$ cat config.mk
export PLATFORM = sky130hd
export DESIGN_NAME = latched_interval_timer
export DESIGN_NICKNAME = d
export VERILOG_FILES = /design/src/rtl/lit_pkg.sv /design/src/rtl/lit_counter.sv /design/src/rtl/lit_irq.sv /design/src/rtl/latched_interval_timer.sv
export SDC_FILE = /design/constraint.sdc
export NUM_CORES = 1
export LEC_CHECK = 0
export CORE_MARGIN = 3
export CORE_UTILIZATION = 35
export CTS_CLUSTER_DIAMETER = 100
export CTS_CLUSTER_SIZE = 12
export DETAILED_ROUTE_END_ITERATION = 16
export PLACE_DENSITY = 0.57
export SYNTH_ARGS = -nofsm -noshare
export SYNTH_HDL_FRONTEND = slang
export SYNTH_HIERARCHICAL = 1
export SYNTH_SLANG_ARGS = --single-unit
$ cat constraint.sdc
create_clock -name clk -period 5.3 [get_ports clk]
set_clock_uncertainty 0.15 [all_clocks]
set_input_delay 0.53 -clock clk [delete_from_list [all_inputs] [get_ports clk]]
set_output_delay 0.53 -clock clk [all_outputs]
set_load 0.1 [all_outputs]
$ cat src/rtl/lit_pkg.sv
package lit_pkg;
   localparam logic [3:0] IDX_T1_LO  = 4'd4;
   localparam logic [3:0] IDX_T1_HI  = 4'd5;
   localparam logic [3:0] IDX_RL_LO  = 4'd6;
   localparam logic [3:0] IDX_RL_HI  = 4'd7;
   localparam logic [3:0] IDX_T2_LO  = 4'd8;
   localparam logic [3:0] IDX_T2_HI  = 4'd9;
   localparam logic [3:0] IDX_AUX    = 4'd11;
   localparam logic [3:0] IDX_FLAG   = 4'd13;
   localparam logic [3:0] IDX_ENA    = 4'd14;
   localparam int         T1_FLAG_BIT = 6;
   localparam logic [1:0] MODE_CONT  = 2'b01;
endpackage

$ cat src/rtl/lit_counter.sv
module lit_counter #(
   parameter int CNT_W      = 16,
   parameter bit HAS_RELOAD = 1'b1
) (
   input  logic             clk,
   input  logic             rst_n,
   input  logic             tick,
   input  logic             wr_lo,
   input  logic             wr_hi,
   input  logic [7:0]       wr_byte,
   input  logic             reload_en,
   input  logic [CNT_W-1:0] reload_val,
   output logic [CNT_W-1:0] cnt,
   output logic             expire
);
   localparam int HI_W = CNT_W - 8;
   localparam logic [CNT_W-1:0] ALL_ONES = '1;

   logic [CNT_W-1:0] wrap_val;

   generate
      if (HAS_RELOAD) begin : g_reload
         assign wrap_val = reload_en ? reload_val : ALL_ONES;
      end else begin : g_plain
         logic unused_rl;
         assign unused_rl = reload_en ^ (^reload_val);
         assign wrap_val  = ALL_ONES;
      end
   endgenerate

   assign expire = tick && !wr_lo && !wr_hi && (cnt == '0);

   always_ff @(posedge clk) begin
      if (!rst_n) begin
         cnt <= ALL_ONES;
      end else if (wr_lo) begin
         cnt <= {cnt[CNT_W-1:8], wr_byte};
      end else if (wr_hi) begin
         cnt <= {wr_byte[HI_W-1:0], cnt[7:0]};
      end else if (tick) begin
         cnt <= (cnt == '0) ? wrap_val : cnt - 1'b1;
      end
   end
endmodule

$ cat src/rtl/lit_irq.sv
module lit_irq #(
   parameter int NFLAG = 7
) (
   input  logic             clk,
   input  logic             rst_n,
   input  logic [NFLAG-1:0] set_vec,
   input  logic [NFLAG-1:0] clr_vec,
   input  logic             ena_wr,
   input  logic [7:0]       ena_data,
   output logic [NFLAG-1:0] flags,
   output logic [NFLAG-1:0] enables,
   output logic             irq
);
   always_ff @(posedge clk) begin
      if (!rst_n) begin
         flags   <= '0;
         enables <= '0;
         irq     <= 1'b0;
      end else begin
         flags <= (flags & ~clr_vec) | set_vec;
         irq   <= |(flags & enables);
         if (ena_wr) begin
            if (ena_data[7]) enables <= enables | ena_data[NFLAG-1:0];
            else             enables <= enables & ~ena_data[NFLAG-1:0];
         end
      end
   end
endmodule

$ cat src/rtl/latched_interval_timer.sv
module latched_interval_timer #(
   parameter int CNT_W  = 16,
   parameter bit HAS_T2 = 1'b1
) (
   input  logic       clk,
   input  logic       rst_n,
   input  logic       wr_en,
   input  logic       rd_en,
   input  logic [3:0] reg_idx,
   input  logic [7:0] wr_data,
   input  logic       tick_en,
   output logic [7:0] rd_data,
   output logic       irq
);
   import lit_pkg::*;
   localparam int NFLAG = 7;
   localparam int HI_W  = CNT_W - 8;

   generate
      if (CNT_W < 9 || CNT_W > 16) begin : g_bad_width
         $error("latched_interval_timer: CNT_W must lie in 9..16");
      end
   endgenerate

   logic [CNT_W-1:0] t1_cnt, t1_latch, t2_cnt;
   logic [7:0]       aux;
   logic             t1_cont, t1_armed, t1_exp, t1_set, t2_exp;
   logic [NFLAG-1:0] flags, enables, set_vec, clr_vec;
   logic             wr_t1lo, wr_t1hi, rd_t1;

   assign wr_t1lo = wr_en && reg_idx == IDX_T1_LO;
   assign wr_t1hi = wr_en && reg_idx == IDX_T1_HI;
   assign rd_t1   = rd_en && (reg_idx == IDX_T1_LO || reg_idx == IDX_T1_HI);
   assign t1_cont = aux[7:6] == MODE_CONT;
   assign t1_set  = t1_exp && (t1_cont || t1_armed);

   lit_counter #(.CNT_W(CNT_W), .HAS_RELOAD(1'b1)) u_t1 (
      .clk, .rst_n, .tick(tick_en), .wr_lo(wr_t1lo), .wr_hi(wr_t1hi),
      .wr_byte(wr_data), .reload_en(t1_cont), .reload_val(t1_latch),
      .cnt(t1_cnt), .expire(t1_exp));

   generate
      if (HAS_T2) begin : g_t2
         lit_counter #(.CNT_W(CNT_W), .HAS_RELOAD(1'b0)) u_t2 (
            .clk, .rst_n, .tick(tick_en),
            .wr_lo(wr_en && reg_idx == IDX_T2_LO),
            .wr_hi(wr_en && reg_idx == IDX_T2_HI),
            .wr_byte(wr_data), .reload_en(1'b0), .reload_val('0),
            .cnt(t2_cnt), .expire(t2_exp));
      end else begin : g_no_t2
         assign t2_cnt = '0;
         assign t2_exp = 1'b0;
      end
   endgenerate

   always_ff @(posedge clk) begin
      if (!rst_n) begin
         t1_latch <= '1;
         aux      <= '0;
         t1_armed <= 1'b0;
      end else begin
         if (wr_en && reg_idx == IDX_RL_LO) t1_latch[7:0] <= wr_data;
         if (wr_en && reg_idx == IDX_RL_HI) t1_latch[CNT_W-1:8] <= wr_data[HI_W-1:0];
         if (wr_en && reg_idx == IDX_AUX)   aux <= wr_data;
         if (wr_t1lo || wr_t1hi)            t1_armed <= 1'b1;
         else if (t1_exp)                   t1_armed <= 1'b0;
      end
   end

   always_comb begin
      set_vec = '0;
      set_vec[T1_FLAG_BIT] = t1_set;
      clr_vec = (wr_en && reg_idx == IDX_FLAG) ? wr_data[NFLAG-1:0] : '0;
      if (rd_t1) clr_vec[T1_FLAG_BIT] = 1'b1;
   end

   lit_irq #(.NFLAG(NFLAG)) u_irq (
      .clk, .rst_n, .set_vec, .clr_vec,
      .ena_wr(wr_en && reg_idx == IDX_ENA), .ena_data(wr_data),
      .flags, .enables, .irq);

   logic [7:0] rd_next;
   always_comb begin
      unique case (reg_idx)
         IDX_T1_LO: rd_next = t1_cnt[7:0];
         IDX_T1_HI: rd_next = 8'(t1_cnt >> 8);
         IDX_RL_LO: rd_next = t1_latch[7:0];
         IDX_RL_HI: rd_next = 8'(t1_latch >> 8);
         IDX_T2_LO: rd_next = t2_cnt[7:0];
         IDX_T2_HI: rd_next = 8'(t2_cnt >> 8);
         IDX_AUX:   rd_next = aux;
         IDX_FLAG:  rd_next = {1'b0, flags};
         IDX_ENA:   rd_next = {1'b0, enables};
         default:   rd_next = 8'h00;
      endcase
   end

   always_ff @(posedge clk) begin
      if (!rst_n)     rd_data <= '0;
      else if (rd_en) rd_data <= rd_next;
   end

   logic unused_t2;
   assign unused_t2 = t2_exp;
endmodule

==> impl_metrics.csv, run 1 <==
group,metric,value,unit
global_route,grt_start_max_net_pins,59,
critical_path,arrival,3.51,ns
sta,post-route-min-period,3.47,ns
critical_path,worstPathRequired,5.35,ns
routing,final_antenna_net_count,0,
critical_path,reg2reg_slack,2.76,ns
clock_network,clk_path_buf_depth,2,
clock_network,tritoncts.num_buffers,9,
final_layout,diodes,0,
status,run_status,"finished clean",
power_and_ir_drop,power_per_cell_area,274,nW/um2
sta,final-max-slew-violation-count,0,
sta,setup_viol_count_final,0,
global_route,globalRoute.busiestLayer,"met2",
critical_path,start_kind,"primary input",
sta,timing.final.hold_violations,0,
die,die_w,126,um
critical_path,crit_path_max_fanout,20,
routing,via_count,5010,
placed_design,post-dp-hpwl,12.0,mm
global_route,globalRouteMet3Util,0.0407,
routing,final_wirelength,17.3,mm
yosys,synthCells,618,
sta,grt_setup_unrepaired,"no",
clock_network,h_tree_level_count,3,
clock_network,cts_root_buf,"clkbuf_16",
die,floorplan.initialDensity,0.360,
final_layout,layout.nets,643,
routing,drtIter0Drc,685,
yosys,syn_std_cell_area,5020,um2
routing,routed_wl_per_cell,21.4,um
power_and_ir_drop,sw_frac_of_total,0.288,
placed_design,place_congestion,0.972,
die,die_h,126,um
final_layout,layout-drive-gt1-share,0.0877,
clock_network,clock_tree_from_tritoncts,"yes",
die,die_area,15800,um2
global_route,grt_pass1_wl,27.2,mm
routing,vias_per_cell,6.21,
yosys,post_synth.cell_area_avg,8.12,um2
clock_network,setup_bufs_post_cts,0,
power_and_ir_drop,p_int,1.10,mW
global_route,groute.layer.met2.usage,0.341,
power_and_ir_drop,vdd_drop_max,0.143,mV
sta,final_min_period_over_clock_period,0.654,
die,num_io_pins,26,
power_and_ir_drop,clock_power_share,0.427,
final_layout,area_growth,12.3,%
routing,drc_errors,0,
sta,finalSetupTns,0,ns
yosys,synth_warn,6,
die,placeableCoreArea,13900,um2
global_route,grt_util_all_layers,0.218,
power_and_ir_drop,share_comb_of_total_power,0.137,
clock_network,postCtsHoldBufs,0,
clock_network,clock-sinks,80,
sta,timing_worst_slew_pin_value,0.986,ns
global_route,grt_pass1_vias,4713,
sta,timing.fmax,288,MHz
run,cap_violations,0,
power_and_ir_drop,power,1.54,mW
placed_design,buffer_ports.inserted,25,
clock_network,clock_latency,0.36,ns
critical_path,criticalPathCategory,"in -> reg",
power_and_ir_drop,power.share.sequential,0.437,
min_path,worstHoldPathType,"reg -> reg",
routing,drt_first_pass_iters,6,
power_and_ir_drop,p_leak,2.03,nW
die,core.rowCount,43,
critical_path,endpoint_kind,"register",
clock_network,clkSlewWorstSetupHoldPaths,0.06,ns
sta,timing.slew.headroom,0.340,
final_layout,num-fill-cells,1393,
global_route,grtUsageMet1,0.294,
power_and_ir_drop,p_sw,443,uW
global_route,overflow,0,
global_route,number_of_antenna_violations_at_the_first_check_in_global_routing,0,
clock_network,cts_resized,0,
-- worst paths after layout --
kind	from	end	cells past startpoint
worst max-delay path	reg_idx[0]	g_t2.u_t2/cnt[4]	6
worst max register to register	aux[6]	u_t1/cnt[5]	6
worst min-delay path	t1_latch[7]	t1_latch[7]	2
worst min register to register	t1_latch[7]	t1_latch[7]	2
-- cell type report --
cell class	instances	area, um2	area share
multi-input cells	482	3140	0.556
repair buffers	33	305	0.0542
inverters	16	60.1	0.0107
flip-flops and latches	80	1600	0.284
clock buffers	12	256	0.0455
clock inverters	4	51.3	0.00910
well taps	180	225	0.0400
-- power groups by stage --
stage	Clock (mW)	Combinational, mW	Sequential, mW
after floorplan	0	0.129	0.681
after global placement	0	0.204	0.685
after detailed placement	0	0.206	0.685
after CTS	0.670	0.207	0.672
after global routing	0.693	0.226	0.677
final	0.657	0.210	0.673
-- cell usage in the layout, fill, tap and decap left out, types with 7 or more instances in the layout --
| cell | count |
|---|---|
| a211oi_1 | 9 |
| a21oi_1 | 21 |
| a221oi_1 | 8 |
| a22o_1 | 7 |
| a22oi_1 | 15 |
| a31oi_1 | 11 |
| and2_1 | 11 |
| buf_4 | 8 |
| clkbuf_16 | 9 |
| clkdlybuf4s50_1 | 24 |
| dfxtp_1 | 80 |
| inv_1 | 15 |
| mux2i_1 | 17 |
| nand2_1 | 65 |
| nand2b_1 | 10 |
| nand3_1 | 30 |
| nand3b_1 | 8 |
| nor2_1 | 23 |
| nor2b_1 | 36 |
| nor3_1 | 17 |
| nor4_1 | 15 |
| o21a_1 | 10 |
| o21ai_0 | 27 |
| o31ai_1 | 14 |
| or3_1 | 7 |
| or4_1 | 7 |
| xnor2_1 | 7 |
-- stage by stage --
step                hold WS (ns)  instances  setup WS, ns   util  cell area (um2)
floorplan                  0.303        623          2.80      -             5040
global placement           0.345        791          1.70  0.382             5330
detailed placement         0.351        791          1.55  0.382             5330
CTS                        0.367        807          1.91  0.404             5640
global route               0.386        807          1.64  0.404             5640
finish                     0.377        807          1.83  0.404             5640
-- state kept, by name, summed over array words and instances (netlist names), named ones only --
register,cells
aux,8
g_t2.u_t2/cnt,16
rd_data,8
t1_armed,1
t1_latch,16
u_irq/flags,7
u_irq/irq,1
u_t1/cnt,16
-- worst max-delay path: stages --
cell and delay (ns):
clkdlybuf4s50_1 0.96, nor2b_2 0.41, and3_1 0.64, nor3b_1 0.18
a31oi_1 0.58, o21ai_0 0.20
-- layer usage --
metal,up-vias,wire length (um),share of wire
met2,269,7950,0.46
met3,37,1440,0.083
met4,0,596,0.034
li1,2320,-,-
met1,2384,7300,0.42
met5,-,0,0
No activity file was read; power rests on OpenSTA's default activity.
==> run 2: changes to the inputs <==
- PLACE_DENSITY: 0.57 -> 0.59
- clock period: 5.3 -> 3.1 ns (I/O delays scaled with it)
==> run 2 against run 1 <==
Register-to-register slack got worse by 2.2 ns; power increased by 69%; hold slack got worse by 0.21 ns.
==> impl_metrics.csv, run 2 (synthesis gave the netlist of run 1 again) <==
group,metric,value,unit
status,run_status,"finished clean",
global_route,grt_pass1_wl,27.1,mm
final_layout,layout.cells.most_common,"dfxtp_1",
die,num_io_pins,26,
sta,setup_viol_count_final,0,
sta,final-max-slew-violation-count,0,
sta,timing.slew.headroom,0.435,
routing,final_wirelength,17.5,mm
die,die_area,15800,um2
placed_design,post-dp-hpwl,12.3,mm
clock_network,setup_bufs_post_cts,0,
critical_path,criticalPathCategory,"reg -> reg",
global_route,grt_pass1_vias,4618,
critical_path,worst_path_max_delay_cell,"or4_4",
min_path,worstHoldPathType,"in -> reg",
routing,via_count,4995,
power_and_ir_drop,vdd_drop_max,0.262,mV
power_and_ir_drop,power_per_cell_area,459,nW/um2
routing,drc_errors,0,
global_route,overflow,0,
critical_path,path_cells,"inv_1 -> ha_1 -> or4b_4 -> or4_4 -> nor2_1 -> o21a_1 -> o21a_1",
die,floorplan.initialDensity,0.360,
clock_network,h_tree_level_count,3,
sta,finalSetupTns,0,ns
power_and_ir_drop,power,2.60,mW
global_route,number_of_antenna_violations_at_the_first_check_in_global_routing,0,
power_and_ir_drop,p_sw,763,uW
critical_path,worst_path_most_repeated_cell,"o21a_1",
placed_design,buffer_ports.inserted,25,
sta,grt_setup_unrepaired,"no",
global_route,grt_util_all_layers,0.218,
sta,post-route-min-period,2.54,ns
power_and_ir_drop,p_leak,2.09,nW
critical_path,endpoint_kind,"register",
clock_network,clkSlewWorstSetupHoldPaths,0.07,ns
clock_network,clk_path_buf_depth,2,
clock_network,clock_tree_from_tritoncts,"yes",
power_and_ir_drop,sw_frac_of_total,0.293,
power_and_ir_drop,power.share.sequential,0.444,
critical_path,critPathLaunch,"u_t1/cnt[0]",
sta,timing_worst_slew_pin_value,0.845,ns
run,cap_violations,0,
sta,timing.final.hold_violations,0,
die,die_h,126,um
min_path,worstHoldStart,"rst_n",
critical_path,reg2reg_slack,0.56,ns
clock_network,postCtsHoldBufs,0,
final_layout,layout.nets,653,
min_path,min_path_cells,2,
final_layout,mostFrequentLayoutCells,"dfxtp_1 (80), nand2_1 (65), nor2b_1 (36)",
clock_network,tritoncts.num_buffers,9,
clock_network,clock-sinks,80,
clock_network,cts_root_buf,"clkbuf_16",
critical_path,crit_path_max_fanout,12,
power_and_ir_drop,clock_power_share,0.415,
final_layout,diodes,0,
routing,drt_first_pass_iters,5,
global_route,grt_start_max_net_pins,42,
clock_network,clock_latency,0.35,ns
routing,vias_per_cell,6.11,
final_layout,largest_registers,"g_t2.u_t2/cnt (16), t1_latch (16), u_t1/cnt (16)",
placed_design,place_congestion,0.932,
routing,routed_wl_per_cell,21.4,um
routing,wl_met1,7.83,mm
routing,drtIter0Drc,549,
critical_path,cp_slowest_stage_delay,0.62,ns
final_layout,area_growth,13.0,%
critical_path,reg2regPathDepth,7,
sta,timing.fmax,394,MHz
die,die_w,126,um
critical_path,crit-reg2reg-launch,"u_t1/cnt[0]",
critical_path,arrival,2.68,ns
die,core.rowCount,43,
power_and_ir_drop,share_comb_of_total_power,0.141,
power_and_ir_drop,p_int,1.84,mW
clock_network,cts_resized,0,
critical_path,worstPathRequired,3.24,ns
routing,topRoutingLayerUsed,"met4",
min_path,endpoint_of_the_worst_hold_path,"t1_latch[11]",
sta,final_min_period_over_clock_period,0.819,
final_layout,layout-drive-gt1-share,0.115,
critical_path,worst_r2r_endpoint,"u_irq/flags[6]",
routing,met3WireLength,1.06,mm
critical_path,start_kind,"register",
routing,wl_met2,8.01,mm
die,placeableCoreArea,13900,um2
routing,final_antenna_net_count,0,
run 2: stage by stage:
| stage | worst slack, ns | instance area (um2) | instances | hold WS [ns] | util |
|---|---|---|---|---|---|
| CTS | 0.606 | 5670 | 817 | 0.162 | 0.407 |
| detailed placement | 0.383 | 5380 | 801 | 0.337 | 0.386 |
| global placement | 0.434 | 5380 | 801 | 0.337 | 0.386 |
| floorplan | 0.812 | 5040 | 623 | 0.284 | - |
| global route | 0.453 | 5670 | 817 | 0.193 | 0.407 |
| finish | 0.561 | 5670 | 817 | 0.170 | 0.407 |
run 2: how the worst max path moves through the flow:
stage / depth (start not counted) / slack [ns] / endpoint
CTS: 7 / 0.61 / u_irq/flags[6]
finish: 7 / 0.56 / u_irq/flags[6]
global placement: 8 / 0.43 / u_t1/cnt[12]
global route: 6 / 0.45 / g_t2.u_t2/cnt[3]
floorplan: 8 / 0.81 / t1_armed
detailed placement: 6 / 0.38 / g_t2.u_t2/cnt[5]
run 2: power by group through the flow:
| stage | clock, mW | sequential [mW] | combinational (mW) |
|---|---|---|---|
| floorplan | 0 | 1.16 | 0.221 |
| global placement | 0 | 1.17 | 0.356 |
| detailed placement | 0 | 1.17 | 0.359 |
| CTS | 1.10 | 1.15 | 0.361 |
| global route | 1.13 | 1.16 | 0.396 |
| finish | 1.08 | 1.15 | 0.366 |
run 2: metal layers:
| layer | vias to the layer above | track usage |
|---|---|---|
| met5 | - | 0 |
| met4 | 0 | 0.100 |
| met3 | 33 | 0.0242 |
| met2 | 210 | 0.339 |
| met1 | 2399 | 0.303 |
| li1 | 2353 | - |
run 2: critical path: cells and delay by family (launching register included):
kind | cells | cell delay (ns)
adders and majority gates | 1 | 0.18
and+or+nand+nor | 3 | 1.31
DFF | 1 | 0.39
AOI/OAI and AO/OA | 2 | 0.31
buffers and inverters | 1 | 0.13
run 2: area by class of cell:
| class | instances | area, um2 |
|---|---|---|
| Tap cell | 180 | 225 |
| Timing Repair Buffer | 43 | 358 |
| Clock inverter | 5 | 56.3 |
| Fill cell | 1390 | 8270 |
| Inverter | 16 | 60.1 |
| Sequential cell | 80 | 1600 |
| Multi-Input combinational cell | 482 | 3140 |
| Clock buffer | 11 | 233 |
==> run 3: changes to the inputs <==
- clock period: 3.1 -> 2.07 ns (I/O delays scaled with it)
==> run 3 against run 2 <==
The flow now finishes with violations (negative setup slack); power rose by 55%; sequential cell count did not move; combinational power rose by 120%; maximum frequency increased by 12%; clock power increased by 44%; largest cell class unchanged; largest power group unchanged; critical path depth shrank 1; die area unchanged.
==> impl_metrics.csv, run 3 (synthesis gave the netlist of run 1 again) <==
group,metric,value,unit
clock_network,clock_latency,0.35,ns
routing,final_wirelength,19.3,mm
routing,via_count,5511,
routing,drc_errors,0,
routing,drt_first_pass_iters,5,
die,core.rowCount,43,
die,placeableCoreArea,13900,um2
global_route,number_of_antenna_violations_at_the_first_check_in_global_routing,0,
power_and_ir_drop,p_sw,1.22,mW
critical_path,start_kind,"register",
clock_network,clk_path_buf_depth,2,
clock_network,tritoncts.num_buffers,9,
sta,timing.slew.headroom,0.580,
critical_path,worst_r2r_endpoint,"u_t1/cnt[13]",
final_layout,mostFrequentLayoutCells,"buf_4 (134), dfxtp_1 (77), nand2_1 (60)",
global_route,overflow,0,
final_layout,layout.area.seq,1610,um2
min_path,worstHoldPathType,"in -> reg",
sta,setup_viol_count_final,17,
placed_design,place_congestion,0.998,
critical_path,crit-reg2reg-launch,"u_t1/cnt[1]",
power_and_ir_drop,share_comb_of_total_power,0.201,
routing,final_antenna_net_count,0,
sta,final-max-slew-violation-count,0,
critical_path,arrival,2.34,ns
clock_network,clkSlewWorstSetupHoldPaths,0.07,ns
power_and_ir_drop,sw_frac_of_total,0.303,
clock_network,h_tree_level_count,3,
sta,final_min_period_over_clock_period,1.10,
routing,drtIter0Drc,528,
sta,timing.fmax,441,MHz
sta,post-route-min-period,2.27,ns
critical_path,critPathLaunch,"u_t1/cnt[1]",
placed_design,buffer_ports.inserted,25,
final_layout,num-fill-cells,1348,
die,die_w,126,um
power_and_ir_drop,p_int,2.80,mW
clock_network,cts_root_buf,"clkbuf_16",
critical_path,worstPathRequired,2.15,ns
final_layout,stdcell_area,6720,um2
routing,vias_per_cell,5.93,
clock_network,clock-sinks,80,
die,num_io_pins,26,
status,run_status,"finished with violations",
die,floorplan.initialDensity,0.360,
clock_network,postCtsHoldBufs,0,
clock_network,clock_tree_from_tritoncts,"yes",
routing,routed_wl_per_cell,20.8,um
sta,fin_ws,-0.197,ns
status,violations,"negative setup slack",
power_and_ir_drop,p_leak,2.69,nW
sta,timing.final.hold_violations,0,
critical_path,endpoint_kind,"register",
power_and_ir_drop,power.share.sequential,0.414,
final_layout,layout.nets,765,
global_route,grt_start_max_net_pins,35,
critical_path,critPathCapture,"u_t1/cnt[13]",
critical_path,criticalPathCategory,"reg -> reg",
critical_path,reg2regPathDepth,6,
sta,grt_setup_unrepaired,"yes",
sta,timing_worst_slew_pin_value,0.629,ns
global_route,grt_pass1_vias,5343,
critical_path,crit_path_max_fanout,8,
critical_path,reg2reg_slack,-0.20,ns
final_layout,diodes,0,
power_and_ir_drop,power_per_cell_area,598,nW/um2
global_route,grt_pass1_wl,30.1,mm
die,die_area,15800,um2
global_route,grt_util_all_layers,0.242,
final_layout,multi_input_area,3310,um2
final_layout,largest_registers,"g_t2.u_t2/cnt (16), t1_latch (16), u_t1/cnt (16)",
run,cap_violations,0,
final_layout,layout-drive-gt1-share,0.296,
placed_design,post-dp-hpwl,14.5,mm
final_layout,area_growth,34.0,%
power_and_ir_drop,clock_power_share,0.385,
sta,finalSetupTns,-2.02,ns
placed_design,placedInstanceArea,6240,um2
power_and_ir_drop,vdd_drop_max,0.468,mV
final_layout,layout.cells.most_common,"buf_4",
die,die_h,126,um
## run 3: changes by cell type in the layout (fill, tap and decap cells not counted), sizes merged
cell           before  now
buf                28  140
bufinv              1    0
clkbuf             11   10
clkdlybuf4s50      15   13
clkinv              3    5
dlymetal6s2s        0    2
## run 3: final cells by class
type                            count  share of cell area
Clock buffer                       10              0.0355
Clock inverter                      6             0.00651
Multi-Input combinational cell    482               0.492
Tap cell                          180              0.0335
Sequential cell                    80               0.239
Timing Repair Buffer              155               0.184
Inverter                           16             0.00893
## run 3: worst min-delay path by stage
stage | from | to | depth (start not counted)
final | rst_n | g_t2.u_t2/cnt[14] | 2
after global routing | rst_n | g_t2.u_t2/cnt[12] | 2
after CTS | rst_n | g_t2.u_t2/cnt[14] | 2
after detailed placement | t1_latch[10] | t1_latch[10] | 2
after global placement | t1_latch[10] | t1_latch[10] | 2
after floorplan | wr_data[0] | t1_latch[0] | 2
## run 3: worst max-delay path, stage by stage (launching register included)
cell     delay [ns]
dfxtp_2        0.32
inv_2          0.07
ha_4           0.12
or4b_4         0.48
or4_4          0.62
nor3b_2        0.28
o31ai_2        0.10
## run 3: repair_timing
item / CTS / global route
gates resized for setup: 23 / 28
buffers inserted: 3 / 0
setup endpoints to repair: 20 / 33
pin swaps: 10 / 12
## run 3: routing by layer
layer  share of wire  track usage  wire length (um)  vias up
met1            0.44        0.320              8410     2642
met3           0.066       0.0441              1270       42
met2            0.47        0.394              9140      261
met4           0.026       0.0902               509        0
met5               0            0                 0        -
li1                -            -                 -     2566
## run 3: per-stage QoR
stage / hold WS, ns / total power, mW / std cells / utilization / worst slack [ns]
after floorplan: 0.181 / 2.08 / 623 / - / -0.147
after global placement: 0.327 / 2.44 / 910 / 0.448 / -0.407
after detailed placement: 0.338 / 2.45 / 910 / 0.448 / -0.433
after CTS: 0.0438 / 4.01 / 929 / 0.475 / -0.161
after global routing: 0.0626 / 4.17 / 929 / 0.482 / -0.255
final: 0.0641 / 4.02 / 929 / 0.482 / -0.197
## run 3: power by group through the flow
stage	combinational, mW	sequential (mW)	clock [mW]
5_1_grt	0.861	1.67	1.64
3_5_place_dp	0.758	1.69	0
4_1_cts	0.773	1.66	1.57
3_3_place_gp	0.750	1.69	0
2_1_floorplan	0.335	1.75	0
6_report	0.809	1.66	1.55
